<file path="config.mk">
export PLATFORM = sky130hd
export DESIGN_NAME = bp_clk_ctrl
export DESIGN_NICKNAME = d
export VERILOG_FILES = /design/src/rtl/bp_dbg_pkg.sv /design/src/rtl/bp_probe_mux.sv /design/src/rtl/bp_match.sv /design/src/rtl/bp_cycle_cnt.sv /design/src/rtl/bp_run_fsm.sv /design/src/rtl/bp_clk_ctrl.sv
export SDC_FILE = /design/constraint.sdc
export NUM_CORES = 1
export LEC_CHECK = 0
export BUFFER_PORTS_ARGS = -buffer_cell sky130_fd_sc_hd__buf_4
export CORE_MARGIN = 4
export CORE_UTILIZATION = 45
export DETAILED_ROUTE_END_ITERATION = 10
export GPL_ROUTABILITY_DRIVEN = 0
export PLACE_DENSITY = 0.81
export SYNTH_ARGS = -nofsm -noshare
export SYNTH_HDL_FRONTEND = slang
export SYNTH_SLANG_ARGS = --single-unit
</file>
<file path="constraint.sdc">
create_clock -name clk_i -period 2.23 [get_ports clk_i]
set_input_delay 0.223 -clock clk_i [delete_from_list [all_inputs] [get_ports clk_i]]
set_output_delay 0.223 -clock clk_i [all_outputs]
set_load 0.02 [all_outputs]
</file>
<file path="src/rtl/bp_dbg_pkg.sv">
package bp_dbg_pkg;
  typedef enum logic [1:0] {
    ST_IDLE = 2'd0,
    ST_RUN  = 2'd1,
    ST_HALT = 2'd2
  } run_state_e;

  localparam int unsigned ADDR_W = 2;
  localparam logic [ADDR_W-1:0] A_CMD = 2'd0;
  localparam logic [ADDR_W-1:0] A_CFG = 2'd1;
  localparam logic [ADDR_W-1:0] A_BPV = 2'd2;
  localparam logic [ADDR_W-1:0] A_CNT = 2'd3;

  localparam int unsigned CMD_START  = 0;
  localparam int unsigned CMD_RESUME = 1;
  localparam int unsigned CMD_HALT   = 2;
  localparam int unsigned CFG_EN_BIT = 8;
  localparam int unsigned STS_DONE   = 2;
endpackage

</file>
<file path="src/rtl/bp_probe_mux.sv">
module bp_probe_mux #(
  parameter int unsigned N_PROBE = 4,
  parameter int unsigned PROBE_W = 16,
  parameter int unsigned SEL_W   = 2
) (
  input  logic [N_PROBE*PROBE_W-1:0] probes_i,
  input  logic [SEL_W-1:0]           sel_i,
  output logic [PROBE_W-1:0]         watch_o
);
  logic [PROBE_W-1:0] lane [N_PROBE];

  for (genvar g = 0; g < N_PROBE; g++) begin : g_lane
    assign lane[g] = probes_i[g*PROBE_W +: PROBE_W];
  end

  // out-of-range select watches zero
  always_comb begin
    watch_o = '0;
    for (int i = 0; i < N_PROBE; i++) begin
      if (sel_i == SEL_W'(i)) watch_o = lane[i];
    end
  end
endmodule

</file>
<file path="src/rtl/bp_match.sv">
module bp_match #(
  parameter int unsigned PROBE_W = 16
) (
  input  logic [PROBE_W-1:0] watch_i,
  input  logic [PROBE_W-1:0] ref_i,
  input  logic               en_i,
  input  logic               mask_i,
  output logic               hit_o
);
  assign hit_o = en_i && !mask_i && (watch_i == ref_i);
endmodule

</file>
<file path="src/rtl/bp_cycle_cnt.sv">
module bp_cycle_cnt #(
  parameter int unsigned CNT_W = 32
) (
  input  logic             clk_i,
  input  logic             rst_ni,
  input  logic             clr_i,
  input  logic             inc_i,
  output logic [CNT_W-1:0] cnt_o
);
  localparam logic [CNT_W-1:0] CNT_MAX = '1;

  always_ff @(posedge clk_i or negedge rst_ni) begin
    if (!rst_ni)                      cnt_o <= '0;
    else if (clr_i)                   cnt_o <= '0;
    else if (inc_i && cnt_o != CNT_MAX) cnt_o <= cnt_o + 1'b1;
  end
endmodule

</file>
<file path="src/rtl/bp_run_fsm.sv">
module bp_run_fsm
  import bp_dbg_pkg::*;
(
  input  logic       clk_i,
  input  logic       rst_ni,
  input  logic       start_i,
  input  logic       resume_i,
  input  logic       halt_i,
  input  logic       hit_i,
  input  logic       done_i,
  output run_state_e state_o,
  output logic       clk_en_o,
  output logic       tgt_start_o,
  output logic       mask_o,
  output logic       done_flag_o
);
  run_state_e state_d;
  logic       is_run, is_halt, done_eff;

  assign is_run   = (state_o == ST_RUN);
  assign is_halt  = (state_o == ST_HALT);
  // done is stale until the target has taken its start edge
  assign done_eff = done_i && !tgt_start_o;
  // combinational gate: the matching value is never clocked past
  assign clk_en_o = is_run && !hit_i && !halt_i;

  always_comb begin
    state_d = state_o;
    if (start_i) begin
      state_d = ST_RUN;
    end else begin
      unique case (state_o)
        ST_RUN: begin
          if (done_eff)            state_d = ST_IDLE;
          else if (hit_i || halt_i) state_d = ST_HALT;
        end
        ST_HALT: if (resume_i) state_d = ST_RUN;
        default: state_d = state_o;
      endcase
    end
  end

  always_ff @(posedge clk_i or negedge rst_ni) begin
    if (!rst_ni) begin
      state_o     <= ST_IDLE;
      tgt_start_o <= 1'b0;
      mask_o      <= 1'b0;
      done_flag_o <= 1'b0;
    end else begin
      state_o <= state_d;

      if (start_i)       tgt_start_o <= 1'b1;
      else if (clk_en_o) tgt_start_o <= 1'b0;

      if (start_i)                  mask_o <= 1'b0;
      else if (is_halt && resume_i) mask_o <= 1'b1;
      else if (clk_en_o)            mask_o <= 1'b0;

      if (start_i)                done_flag_o <= 1'b0;
      else if (is_run && done_eff) done_flag_o <= 1'b1;
    end
  end
endmodule

</file>
<file path="src/rtl/bp_clk_ctrl.sv">
module bp_clk_ctrl
  import bp_dbg_pkg::*;
#(
  parameter int unsigned N_PROBE = 4,
  parameter int unsigned PROBE_W = 16,
  parameter int unsigned CNT_W   = 32,
  parameter int unsigned HOST_W  = 32
) (
  input  logic                       clk_i,
  input  logic                       rst_ni,
  input  logic                       host_wr_i,
  input  logic [1:0]                 host_addr_i,
  input  logic [HOST_W-1:0]          host_wdata_i,
  output logic [HOST_W-1:0]          host_rdata_o,
  output logic                       tgt_clk_en_o,
  output logic                       tgt_start_o,
  input  logic                       tgt_done_i,
  input  logic [N_PROBE*PROBE_W-1:0] tgt_probe_i
);
  localparam int unsigned SEL_W = (N_PROBE > 1) ? $clog2(N_PROBE) : 1;

  logic               start_cmd, resume_cmd, halt_cmd, cmd_wr;
  logic [SEL_W-1:0]   sel_q;
  logic               bp_en_q;
  logic [PROBE_W-1:0] bp_val_q, watch;
  logic               hit, mask, done_flag;
  logic [CNT_W-1:0]   cycle_cnt;
  run_state_e         run_state;
  logic               unused_wdata;

  assign unused_wdata = ^host_wdata_i;

  assign cmd_wr     = host_wr_i && (host_addr_i == A_CMD);
  assign start_cmd  = cmd_wr && host_wdata_i[CMD_START];
  assign resume_cmd = cmd_wr && host_wdata_i[CMD_RESUME];
  assign halt_cmd   = cmd_wr && host_wdata_i[CMD_HALT];

  always_ff @(posedge clk_i or negedge rst_ni) begin
    if (!rst_ni) begin
      sel_q    <= '0;
      bp_en_q  <= 1'b0;
      bp_val_q <= '0;
    end else if (host_wr_i) begin
      if (host_addr_i == A_CFG) begin
        sel_q   <= host_wdata_i[SEL_W-1:0];
        bp_en_q <= host_wdata_i[CFG_EN_BIT];
      end
      if (host_addr_i == A_BPV) bp_val_q <= host_wdata_i[PROBE_W-1:0];
    end
  end

  bp_probe_mux #(
    .N_PROBE(N_PROBE), .PROBE_W(PROBE_W), .SEL_W(SEL_W)
  ) u_mux (
    .probes_i(tgt_probe_i), .sel_i(sel_q), .watch_o(watch)
  );

  bp_match #(.PROBE_W(PROBE_W)) u_match (
    .watch_i(watch), .ref_i(bp_val_q), .en_i(bp_en_q),
    .mask_i(mask), .hit_o(hit)
  );

  bp_run_fsm u_fsm (
    .clk_i(clk_i), .rst_ni(rst_ni),
    .start_i(start_cmd), .resume_i(resume_cmd), .halt_i(halt_cmd),
    .hit_i(hit), .done_i(tgt_done_i),
    .state_o(run_state), .clk_en_o(tgt_clk_en_o),
    .tgt_start_o(tgt_start_o), .mask_o(mask), .done_flag_o(done_flag)
  );

  bp_cycle_cnt #(.CNT_W(CNT_W)) u_cnt (
    .clk_i(clk_i), .rst_ni(rst_ni),
    .clr_i(start_cmd), .inc_i(tgt_clk_en_o), .cnt_o(cycle_cnt)
  );

  always_comb begin
    host_rdata_o = '0;
    unique case (host_addr_i)
      A_CMD: begin
        host_rdata_o[1:0]      = run_state;
        host_rdata_o[STS_DONE] = done_flag;
      end
      A_CFG: begin
        host_rdata_o[SEL_W-1:0]  = sel_q;
        host_rdata_o[CFG_EN_BIT] = bp_en_q;
      end
      A_BPV:   host_rdata_o[PROBE_W-1:0] = bp_val_q;
      default: host_rdata_o[CNT_W-1:0]   = cycle_cnt;
    endcase
  end
endmodule

</file>
==> flow_summary.json, run 1 <==
{
  "viasPerCell": 6.26,
  "yosys.area_share.simple_pct": 24.6,
  "min_period_over_period_pct": 132,
  "numCtsBuffers": 5,
  "avgSynthCellArea_sq_um": 9.63,
  "ys.flop_type": "dfrtp_1",
  "final_hold_viol_count": 0,
  "yosysSeqAreaShare_pct": 36.3,
  "critPathMaxFanout": 5,
  "synthesis.nets": 504,
  "rows": 33,
  "nets": 672,
  "utilization_pct": 72.8,
  "num_antenna_cells": 0,
  "end_kind": "output pin",
  "fmax_mhz": 340,
  "cts_tree": "yes",
  "pin_count": 136,
  "wl_um": 14500,
  "overflow": 0,
  "area_growth_pct": 56.6,
  "start_util_pct": 46.5,
  "worst_pin_slew_ps": 749,
  "clock_path_buffers": 2,
  "coreArea_sq_um": 8300,
  "synth-adder-area-share_pct": 0.324,
  "cp.required_ps": 2010,
  "ir_worst_vdd_mv": 0.354,
  "hp-class": "primary input to register",
  "synthXorXnorAreaFrac_pct": 4.54,
  "finalWorstSetupSlack_ps": -711,
  "synth-seq-cells": 56,
  "rsz0062_at_grt": "yes",
  "num_vias": 4213,
  "max-cap-violations": 0,
  "drive_gt1_share_pct": 53.9,
  "worst_ep_arrival_time_ps": 2720,
  "violations": "negative setup slack",
  "yosys-top-cells-area": "dfrtp_1 36%, mux4_2 8.2%, mux2_2 6.1%",
  "syn_area_sq_um": 3860,
  "drtPass1Iterations": 7,
  "async_flop_share_pct": 100,
  "comb_power_share_pct": 40.0,
  "grtUsageTotal_pct": 26.7,
  "fill_cells": 509,
  "grt_pass1_vias": 4323,
  "antenna_left": 0,
  "holdCritStartpoint": "host_wdata_i[14]",
  "synth_cell_types": 40,
  "synth_top_cell_by_area": "dfrtp_1",
  "wl_per_cell_um": 21.6,
  "clock-sinks": 56,
  "drc": 0,
  "yosys.area.top_type_share_pct": 36.3,
  "relSlewSlack_pct": 50.1,
  "whs_ps": 134,
  "root_buffer": "clkbuf_8",
  "reg2regPathDepth": 13,
  "synth.most_common_cell": "dfrtp_1",
  "p_per_area_nw_per_um2": 545,
  "die_h_um": 101,
  "synth_compound_gate_area_share_pct": 10.2,
  "synthMuxAreaShare_pct": 20.0,
  "r2r-end": "u_cnt.cnt_o[4]",
  "synth-edff-count": 0,
  "clock_latency_ps": 320,
  "hold_path_end": "bp_val_q[14]",
  "status": "complete, but fails checks",
  "min_period_ps": 2940,
  "ctsHtreeMaxLevel": 2,
  "cellInternalPower_uw": 2180,
  "power_frac_seq_pct": 40.0,
  "r2r_start": "sel_q[0]",
  "finalClockSkew_ps": 11.9,
  "dp_hpwl_um": 9080,
  "r2r_slack_ps": -700,
  "grt_max_degree": 57,
  "slew_viol_final": 0,
  "synth_top_family_by_area": "simple AND/OR/NAND/NOR gates",
  "dpl_worst_slack_ps": -424,
  "yosys-top-cells-count": "56 x dfrtp_1, 33 x or3_1, 31 x a21oi_1, 28 x o21ai_0, 24 x and3_1",
  "p_clk_share_pct": 19.9,
  "power.switching_uw": 1110,
  "leakage_uw": 0.00266,
  "yosys_warnings": 0,
  "netSwitchingFraction_pct": 33.9,
  "grt_antenna_before_repair": 0,
  "critPathKind": "register to output pin",
  "setup_viol": 36,
  "hold_depth": 2,
  "startpoint_type": "register",
  "drtIter0Drc": 378,
  "die_area_sq_um": 10100,
  "syn_inst": 401,
  "clk_pin_slew_worst_paths_ps": 100,
  "io_buffer_count": 119,
  "grt_pass1_wl_um": 21300,
  "die_w_um": 101
}
worst max-delay path, stage by stage (launching register included):
cell,delay (ps)
dfrtp_1,420
buf_12,140
buf_12,110
buf_6,100
mux4_2,560
xnor2_2,220
nand4_1,190
nor4_4,310
nand2b_4,190
inv_4,40
buf_6,120
metal layers:
metal	track usage, %	routed length (um)	vias to the layer above
met1	29.8	5140	2035
li1	-	-	1839
met5	0	0	-
met3	5.26	1100	72
met4	14.9	828	0
met2	47.3	7430	267
stage by stage:
stage	instance area, sq um	total power, uW	std cells	setup TNS (ps)
after floorplan	3880	1960	401	-5760
after global placement	5190	2370	646	-8850
after detailed placement	5190	2410	646	-12960
after CTS	5770	3110	672	-19500
after global routing	6040	3410	673	-24430
final	6040	3290	673	-22220
how the worst max path moves through the flow:
stage               startpoint                to  slack (ps)  cells after the start
floorplan             sel_q[0]  u_fsm.state_o[1]        -210                     10
global placement      sel_q[0]    u_cnt.cnt_o[9]        -300                     11
detailed placement    sel_q[0]   u_cnt.cnt_o[22]        -420                     11
CTS                   sel_q[0]      tgt_clk_en_o        -650                      9
global route          sel_q[0]      tgt_clk_en_o        -770                     10
finish                sel_q[0]      tgt_clk_en_o        -710                     10
cell families after synthesis:
| group | count (synthesis) |
|---|---|
| simple gates | 161 |
| compound gates | 72 |
| mux | 57 |
| flops | 56 |
| buf+inv | 34 |
| xor+xnor | 20 |
| fa+ha+maj | 1 |
state kept, by name (all words and copies together) (netlist names):
name,cells
bp_en_q,1
bp_val_q,16
sel_q,2
u_cnt.cnt_o,32
u_fsm.done_flag_o,1
u_fsm.mask_o,1
u_fsm.state_o,2
u_fsm.tgt_start_o,1
area by class of cell:
cell class	count	area (sq um)	area share, %
inverter	6	25.0	0.414
multi-input combinational	311	2690	44.5
clock buffer	5	68.8	1.14
clock inverter	1	30.0	0.497
sequential	56	1400	23.2
timing repair buffer	189	1700	28.1
tap	105	131	2.17
power by group through the flow:
stage / clock, uW / sequential, uW / combinational [uW]
after floorplan: 0 / 1280 / 687
after global placement: 0 / 1300 / 1070
after detailed placement: 0 / 1310 / 1100
after CTS: 657 / 1290 / 1160
after global routing: 694 / 1330 / 1390
final: 656 / 1320 / 1320
timing repair:
| action | in CTS | in global routing |
|---|---|---|
| gates resized for setup | 54 | 68 |
| setup buffers | 14 | 5 |
| hold buffers | 1 | 0 |
| gates cloned | 6 | 1 |
| endpoints found under the setup margin | 36 | 36 |
| hold endpoints to repair | 48 | 0 |
| pin swaps | 53 | 52 |
layout by cell type, fill, tap and decap left out, types with 14 or more instances in the layout:
cell     Yosys  layout
or3_1       33      16
nand2_1     14      14
mux2_2      21      21
buf_4        0     161
or3_4        0      17
dfrtp_1     56      56
a21oi_2      0      18
o21ai_2      0      19
mux2i_1     22      16
nand4_1     15      15
and3_1      24      24
mux4_2      14      14
nand3_1     22      22
(Power assumes the default switching activity.)
==> run 2, diff against run 1 <==
--- a/config.mk
+++ b/config.mk
@@ -10,7 +10,7 @@
 export CORE_UTILIZATION = 45
 export DETAILED_ROUTE_END_ITERATION = 10
 export GPL_ROUTABILITY_DRIVEN = 0
-export PLACE_DENSITY = 0.81
+export PLACE_DENSITY = 0.76
 export SYNTH_ARGS = -nofsm -noshare
 export SYNTH_HDL_FRONTEND = slang
 export SYNTH_SLANG_ARGS = --single-unit
==> run 2 against run 1 <==
The run still ends with negative setup slack left. Non-clock buffer count is 15 lower. Combinational power is 11% lower. Core utilization is 5.6 points lower. Clock skew is 2.6 ps higher. Design area is 7.7% lower. Die area stayed put. Critical path depth is 1 lower. Sequential power hardly changed. Worst hold slack worse by 20 ps. First-iteration DRC count is 31% lower. Critical path type unchanged.
==> flow_summary.json, run 2 (same netlist as run 1, synthesis figures left out) <==
{
  "status": "complete, but fails checks",
  "violations": "negative setup slack",
  "holdCritStartpoint": "host_wdata_i[13]",
  "start_util_pct": 46.5,
  "fmax_mhz": 353,
  "fill_cells": 622,
  "multi_input_comb_area_sq_um": 2370,
  "whs_ps": 114,
  "rsz0062_at_grt": "yes",
  "clock_path_buffers": 2,
  "reg.largest.list": "u_cnt.cnt_o (32), bp_val_q (16)",
  "crit_start": "sel_q[0]",
  "drc": 0,
  "wl_per_cell_um": 18.0,
  "largest_reg_flops": 32,
  "drtPass1Iterations": 7,
  "grt_pass1_wl_um": 19100,
  "regMostFlops": "u_cnt.cnt_o",
  "ir_worst_vdd_mv": 0.359,
  "max_stage_delay_ps": 510,
  "hp-class": "primary input to register",
  "worst_ep_arrival_time_ps": 2610,
  "grtUsageTotal_pct": 23.6,
  "die_h_um": 101,
  "finalClockSkew_ps": 14.6,
  "crit_family": "simple AND/OR/NAND/NOR gates",
  "cp_num_buf_inv": 3,
  "rows": 33,
  "layout_common_cells": "155 x buf_4, 56 x dfrtp_1, 33 x or3_1",
  "area_growth_pct": 44.6,
  "dpl_worst_slack_ps": -392,
  "grt_antenna_before_repair": 0,
  "startpoint_type": "register",
  "crit_chain": "buf_12 -> mux4_2 -> xor2_1 -> nor4_2 -> nand4b_1 -> nor4_4 -> nand2b_4 -> inv_4 -> buf_6",
  "coreArea_sq_um": 8300,
  "grt_max_degree": 57,
  "cpMaxStageDelayCell": "mux4_2",
  "relSlewSlack_pct": 50.6,
  "p_per_area_nw_per_um2": 548,
  "leakage_uw": 0.00250,
  "min_period_over_period_pct": 127,
  "wl_um": 11900,
  "min_period_ps": 2840,
  "seq_area_sq_um": 1400,
  "final_common_cell": "buf_4",
  "clk_pin_slew_worst_paths_ps": 120,
  "nets": 657,
  "clock_latency_ps": 330,
  "slew_viol_final": 0,
  "num_antenna_cells": 0,
  "cp.required_ps": 2010,
  "final_hold_viol_count": 0,
  "critPathMaxFanout": 9,
  "max-cap-violations": 0,
  "root_buffer": "clkbuf_8",
  "die_area_sq_um": 10100,
  "end_kind": "output pin",
  "fin_cells": 660,
  "r2r_start": "sel_q[0]",
  "drtIter0Drc": 259,
  "grt_pass1_vias": 4050,
  "io_buffer_count": 119,
  "critPathKind": "register to output pin",
  "tns_ps": -15880,
  "finalWorstSetupSlack_ps": -605,
  "clock-sinks": 56,
  "overflow": 0,
  "ctsHtreeMaxLevel": 2,
  "viasPerCell": 5.93,
  "place_inst": 642,
  "antenna_left": 0,
  "die_w_um": 101,
  "dp_hpwl_um": 8680,
  "pin_count": 136,
  "setup_viol": 36,
  "num_vias": 3914,
  "drive_gt1_share_pct": 41.4,
  "numCtsBuffers": 5,
  "cts_tree": "yes",
  "worst_pin_slew_ps": 741
}
==> run 2: cell count changes in the layout (fill, tap and decap cells not counted), sizes merged <==
cell	change
clkinvlp	+2
bufinv	-1
clkinv	+1
bufbuf	+2
buf	-17
==> run 2: path summary, 6_finish.rpt <==
check | end | slack (ps) | depth (start not counted)
max | tgt_clk_en_o | -610 | 9
min | bp_val_q[13] | 110 | 2
max reg2reg | u_cnt.cnt_o[3] | -550 | 10
min reg2reg | u_fsm.tgt_start_o | 540 | 1
max in group asynchronous | bp_val_q[15] | 1240 | 2
min in group asynchronous | u_cnt.cnt_o[18] | 500 | 2
==> run 2: final cells by class <==
| cell class | instances | share of cell area, % |
|---|---|---|
| Clock buffer | 5 | 1.23 |
| Clock inverter | 3 | 0.426 |
| Multi-Input combinational cell | 311 | 42.4 |
| Timing Repair Buffer | 174 | 28.0 |
| Tap cell | 105 | 2.35 |
| Inverter | 6 | 0.448 |
| Sequential cell | 56 | 25.1 |
==> run 2: per-stage QoR <==
stage	power, uW	cell area (sq um)	utilization (%)
after CTS	3000	5500	66.3
final	3060	5580	67.2
after global routing	3200	5580	67.2
after global placement	2360	5190	62.5
after floorplan	1960	3880	-
after detailed placement	2400	5190	62.5
==> run 2: power breakdown <==
part	switching, uW	internal, uW	leakage (uW)
clock	370	224	0.0000404
sequential	141	1150	0.000732
combinational	533	641	0.00173
total	1040	2010	0.00250
==> run 2: routing by layer <==
metal / track usage, % / part of all wire [%] / routed length, um / vias to the layer above
li1: - / - / - / 1811
met1: 28.0 / 39 / 4590 / 1913
met2: 42.1 / 52 / 6210 / 174
met3: 4.64 / 7.2 / 850 / 16
met4: 8.50 / 2.0 / 243 / 0
met5: 0 / 0 / 0 / -
==> run 2: repair_timing <==
item / 4_1_cts / 5_1_grt
hold endpoints to repair: 56 / 0
hold buffers: 1 / 0
pin swaps: 8 / 4
setup endpoints to repair: 36 / 36
gates resized for setup: 12 / 10
gates cloned: 5 / 1
buffers inserted: 3 / 0
==> run 3, diff against run 2 <==
--- a/config.mk
+++ b/config.mk
@@ -7,10 +7,12 @@
 export LEC_CHECK = 0
 export BUFFER_PORTS_ARGS = -buffer_cell sky130_fd_sc_hd__buf_4
 export CORE_MARGIN = 4
-export CORE_UTILIZATION = 45
+export CORE_UTILIZATION = 35
 export DETAILED_ROUTE_END_ITERATION = 10
 export GPL_ROUTABILITY_DRIVEN = 0
-export PLACE_DENSITY = 0.76
+export PLACE_DENSITY = 0.62
+export SETUP_SLACK_MARGIN = 0.2
 export SYNTH_ARGS = -nofsm -noshare
 export SYNTH_HDL_FRONTEND = slang
+export SYNTH_HIERARCHICAL = 1
 export SYNTH_SLANG_ARGS = --single-unit
==> run 3 against run 2 <==
The flow finishes with violations (negative hold slack, negative setup slack). Setup slack lost 480 ps. Cell count down 1.2%. Total power rose by 2.3%. Wire length is 6.4% lower. Critical endpoint is now u_cnt/cnt_o[23]. Synthesized area rose by 1.5%. Sequential power hardly changed. Maximum frequency is 14% lower.
==> flow_summary.json, run 3 <==
{
  "whs_ps": -28.9,
  "hp-class": "primary input to async pin",
  "drc": 0,
  "drtPass1Iterations": 4,
  "violations": "negative hold slack, negative setup slack",
  "root_buffer": "clkbuf_8",
  "worst_ep_arrival_time_ps": 3560,
  "grt_antenna_before_repair": 0,
  "largest_reg_flops": 32,
  "synthesis.nets": 466,
  "min_period_over_period_pct": 149,
  "nets": 615,
  "status": "complete, but fails checks",
  "ys.flop_type": "dfrtp_1",
  "die_area_sq_um": 12900,
  "yosysSeqAreaShare_pct": 35.8,
  "pin_count": 136,
  "cts_hold_buf": 0,
  "final_common_cell": "buf_4",
  "coreArea_sq_um": 10900,
  "finalClockSkew_ps": 10.0,
  "relSlewSlack_pct": 51.2,
  "die_w_um": 114,
  "num_vias": 3386,
  "die_h_um": 114,
  "worst_pin_slew_ps": 733,
  "clock_latency_ps": 310,
  "yosys-top-cells-area": "dfrtp_1 36%, mux4_2 6.9%, xor2_1 4.2%",
  "yosys.area.top_type_share_pct": 35.8,
  "dpl_worst_slack_ps": -1230,
  "avgSynthCellArea_sq_um": 10.8,
  "syn_area_sq_um": 3920,
  "synth_top_cell_by_area": "dfrtp_1",
  "clock_path_buffers": 2,
  "grt_max_degree": 57,
  "synth-edff-count": 0,
  "wl_um": 11100,
  "regMostFlops": "u_cnt/cnt_o",
  "numCtsBuffers": 5,
  "final_hold_viol_count": 56,
  "wl_per_cell_um": 17.1,
  "critPathKind": "register to register",
  "min_period_ps": 3320,
  "cp.required_ps": 2470,
  "tns_ps": -31030,
  "overflow": 0,
  "critPathMaxFanout": 11,
  "reg2regPathDepth": 13,
  "rows": 38,
  "async_flop_share_pct": 100,
  "max-cap-violations": 0,
  "layout_common_cells": "154 x buf_4, 55 x dfrtp_1, 27 x nor2_1",
  "synth-seq-cells": 56,
  "setup_viol": 37,
  "synth_cell_types": 54,
  "fill_cells": 994,
  "syn_inst": 363,
  "yosys_warnings": 6,
  "start_util_pct": 36.0,
  "finalWorstSetupSlack_ps": -1090,
  "antenna_left": 0,
  "utilization_pct": 50.3,
  "clk_pin_slew_worst_paths_ps": 100,
  "drtIter0Drc": 107,
  "drive_gt1_share_pct": 49.4,
  "viasPerCell": 5.19,
  "cts_tree": "yes",
  "clock-sinks": 56,
  "grt_pass1_wl_um": 18100,
  "end_kind": "register",
  "startpoint_type": "register",
  "p_per_area_nw_per_um2": 571,
  "ctsHtreeMaxLevel": 2,
  "synth.most_common_cell": "dfrtp_1",
  "slew_viol_final": 0,
  "reg.largest.list": "u_cnt/cnt_o (32), bp_val_q (16)",
  "grtUsageTotal_pct": 17.3,
  "yosys-top-cells-count": "56 x dfrtp_1, 28 x nor2_1, 23 x and3_1, 19 x nor2b_1, 19 x xor2_1",
  "grt_pass1_vias": 3567,
  "io_buffer_count": 119,
  "fmax_mhz": 302,
  "area_growth_pct": 39.8,
  "leakage_uw": 0.00254,
  "ir_worst_vdd_mv": 0.369,
  "num_antenna_cells": 0,
  "p_total_uw": 3130,
  "dp_hpwl_um": 8650,
  "rsz0062_at_grt": "yes"
}
[run 3: cell count changes after synthesis, moves of 7 or more]
cell / delta
nor2_1: +17
or3_1: -28
a21oi_1: -19
clkbuf_1: -10
xor2_1: +15
nand4_1: -8
mux2_4: +11
o21ai_0: -21
mux2_2: -7
nand3_1: -9
[run 3: power by group]
part	internal [uW]	switching, uW	total [uW]
Combinational	715	533	1250
Sequential	1150	169	1320
Clock	214	341	555
Total	2080	1040	3130
[run 3: per-layer routing]
layer | up-vias | track usage, % | wire, um
li1 | 1633 | - | -
met1 | 1623 | 21.9 | 4740
met2 | 124 | 30.5 | 5500
met3 | 6 | 4.56 | 807
met4 | 0 | 2.69 | 66
met5 | - | 0 | 0
[run 3: worst max-delay path, stage by stage, from the launching register on]
cell	delay, ps
dfrtp_2	460
buf_4	140
mux4_1	550
xor2_1	190
nor4_1	70
nand4_1	110
nor4_2	50
or3b_4	400
nor2_4	110
and3_4	180
nand4_1	110
a21o_4	260
or4_1	470
a21oi_1	130
[run 3: cells by family after synthesis]
| family | synth area share (%) |
|---|---|
| compound gates | 7.28 |
| xor+xnor | 6.48 |
| fa+ha+maj | 0.319 |
| buf+inv | 4.18 |
| flops | 35.8 |
| mux | 23.3 |
| simple gates | 22.7 |
[run 3: through the flow]
step | cell area, sq um | std cells
3_3_place_gp | 5230 | 640
3_5_place_dp | 5230 | 640
4_1_cts | 5360 | 648
2_1_floorplan | 3980 | 363
6_report | 5480 | 652
5_1_grt | 5480 | 652
[run 3: repair_timing]
item | 4_1_cts | 5_1_grt
cloned | 0 | 1
setup endpoints to repair | 37 | 37
pin swaps | 0 | 11
resized for setup | 8 | 21
buffers inserted | 1 | 3
[run 3: final cells by class]
class                   instances  area, sq um  area share, %
multi-input cells             278         2500           45.6
flip-flops and latches         56         1400           25.6
repair buffers                162         1290           23.5
well taps                     140          175           3.20
clock buffers                   5         68.8           1.26
inverters                       9         33.8          0.617
clock inverters                 2         12.5          0.229
[run 3: worst paths after layout]
kind                            slack, ps              start                end
worst max register to register      -1090           sel_q[0]    u_cnt/cnt_o[23]
worst max-delay path                -1090           sel_q[0]    u_cnt/cnt_o[23]
max in group asynchronous            1760             rst_ni           sel_q[0]
min in group clk_i                    130   host_wdata_i[11]       bp_val_q[11]
worst min register to register        520  u_fsm/done_flag_o  u_fsm/done_flag_o
worst min-delay path                  -30             rst_ni       u_fsm/mask_o
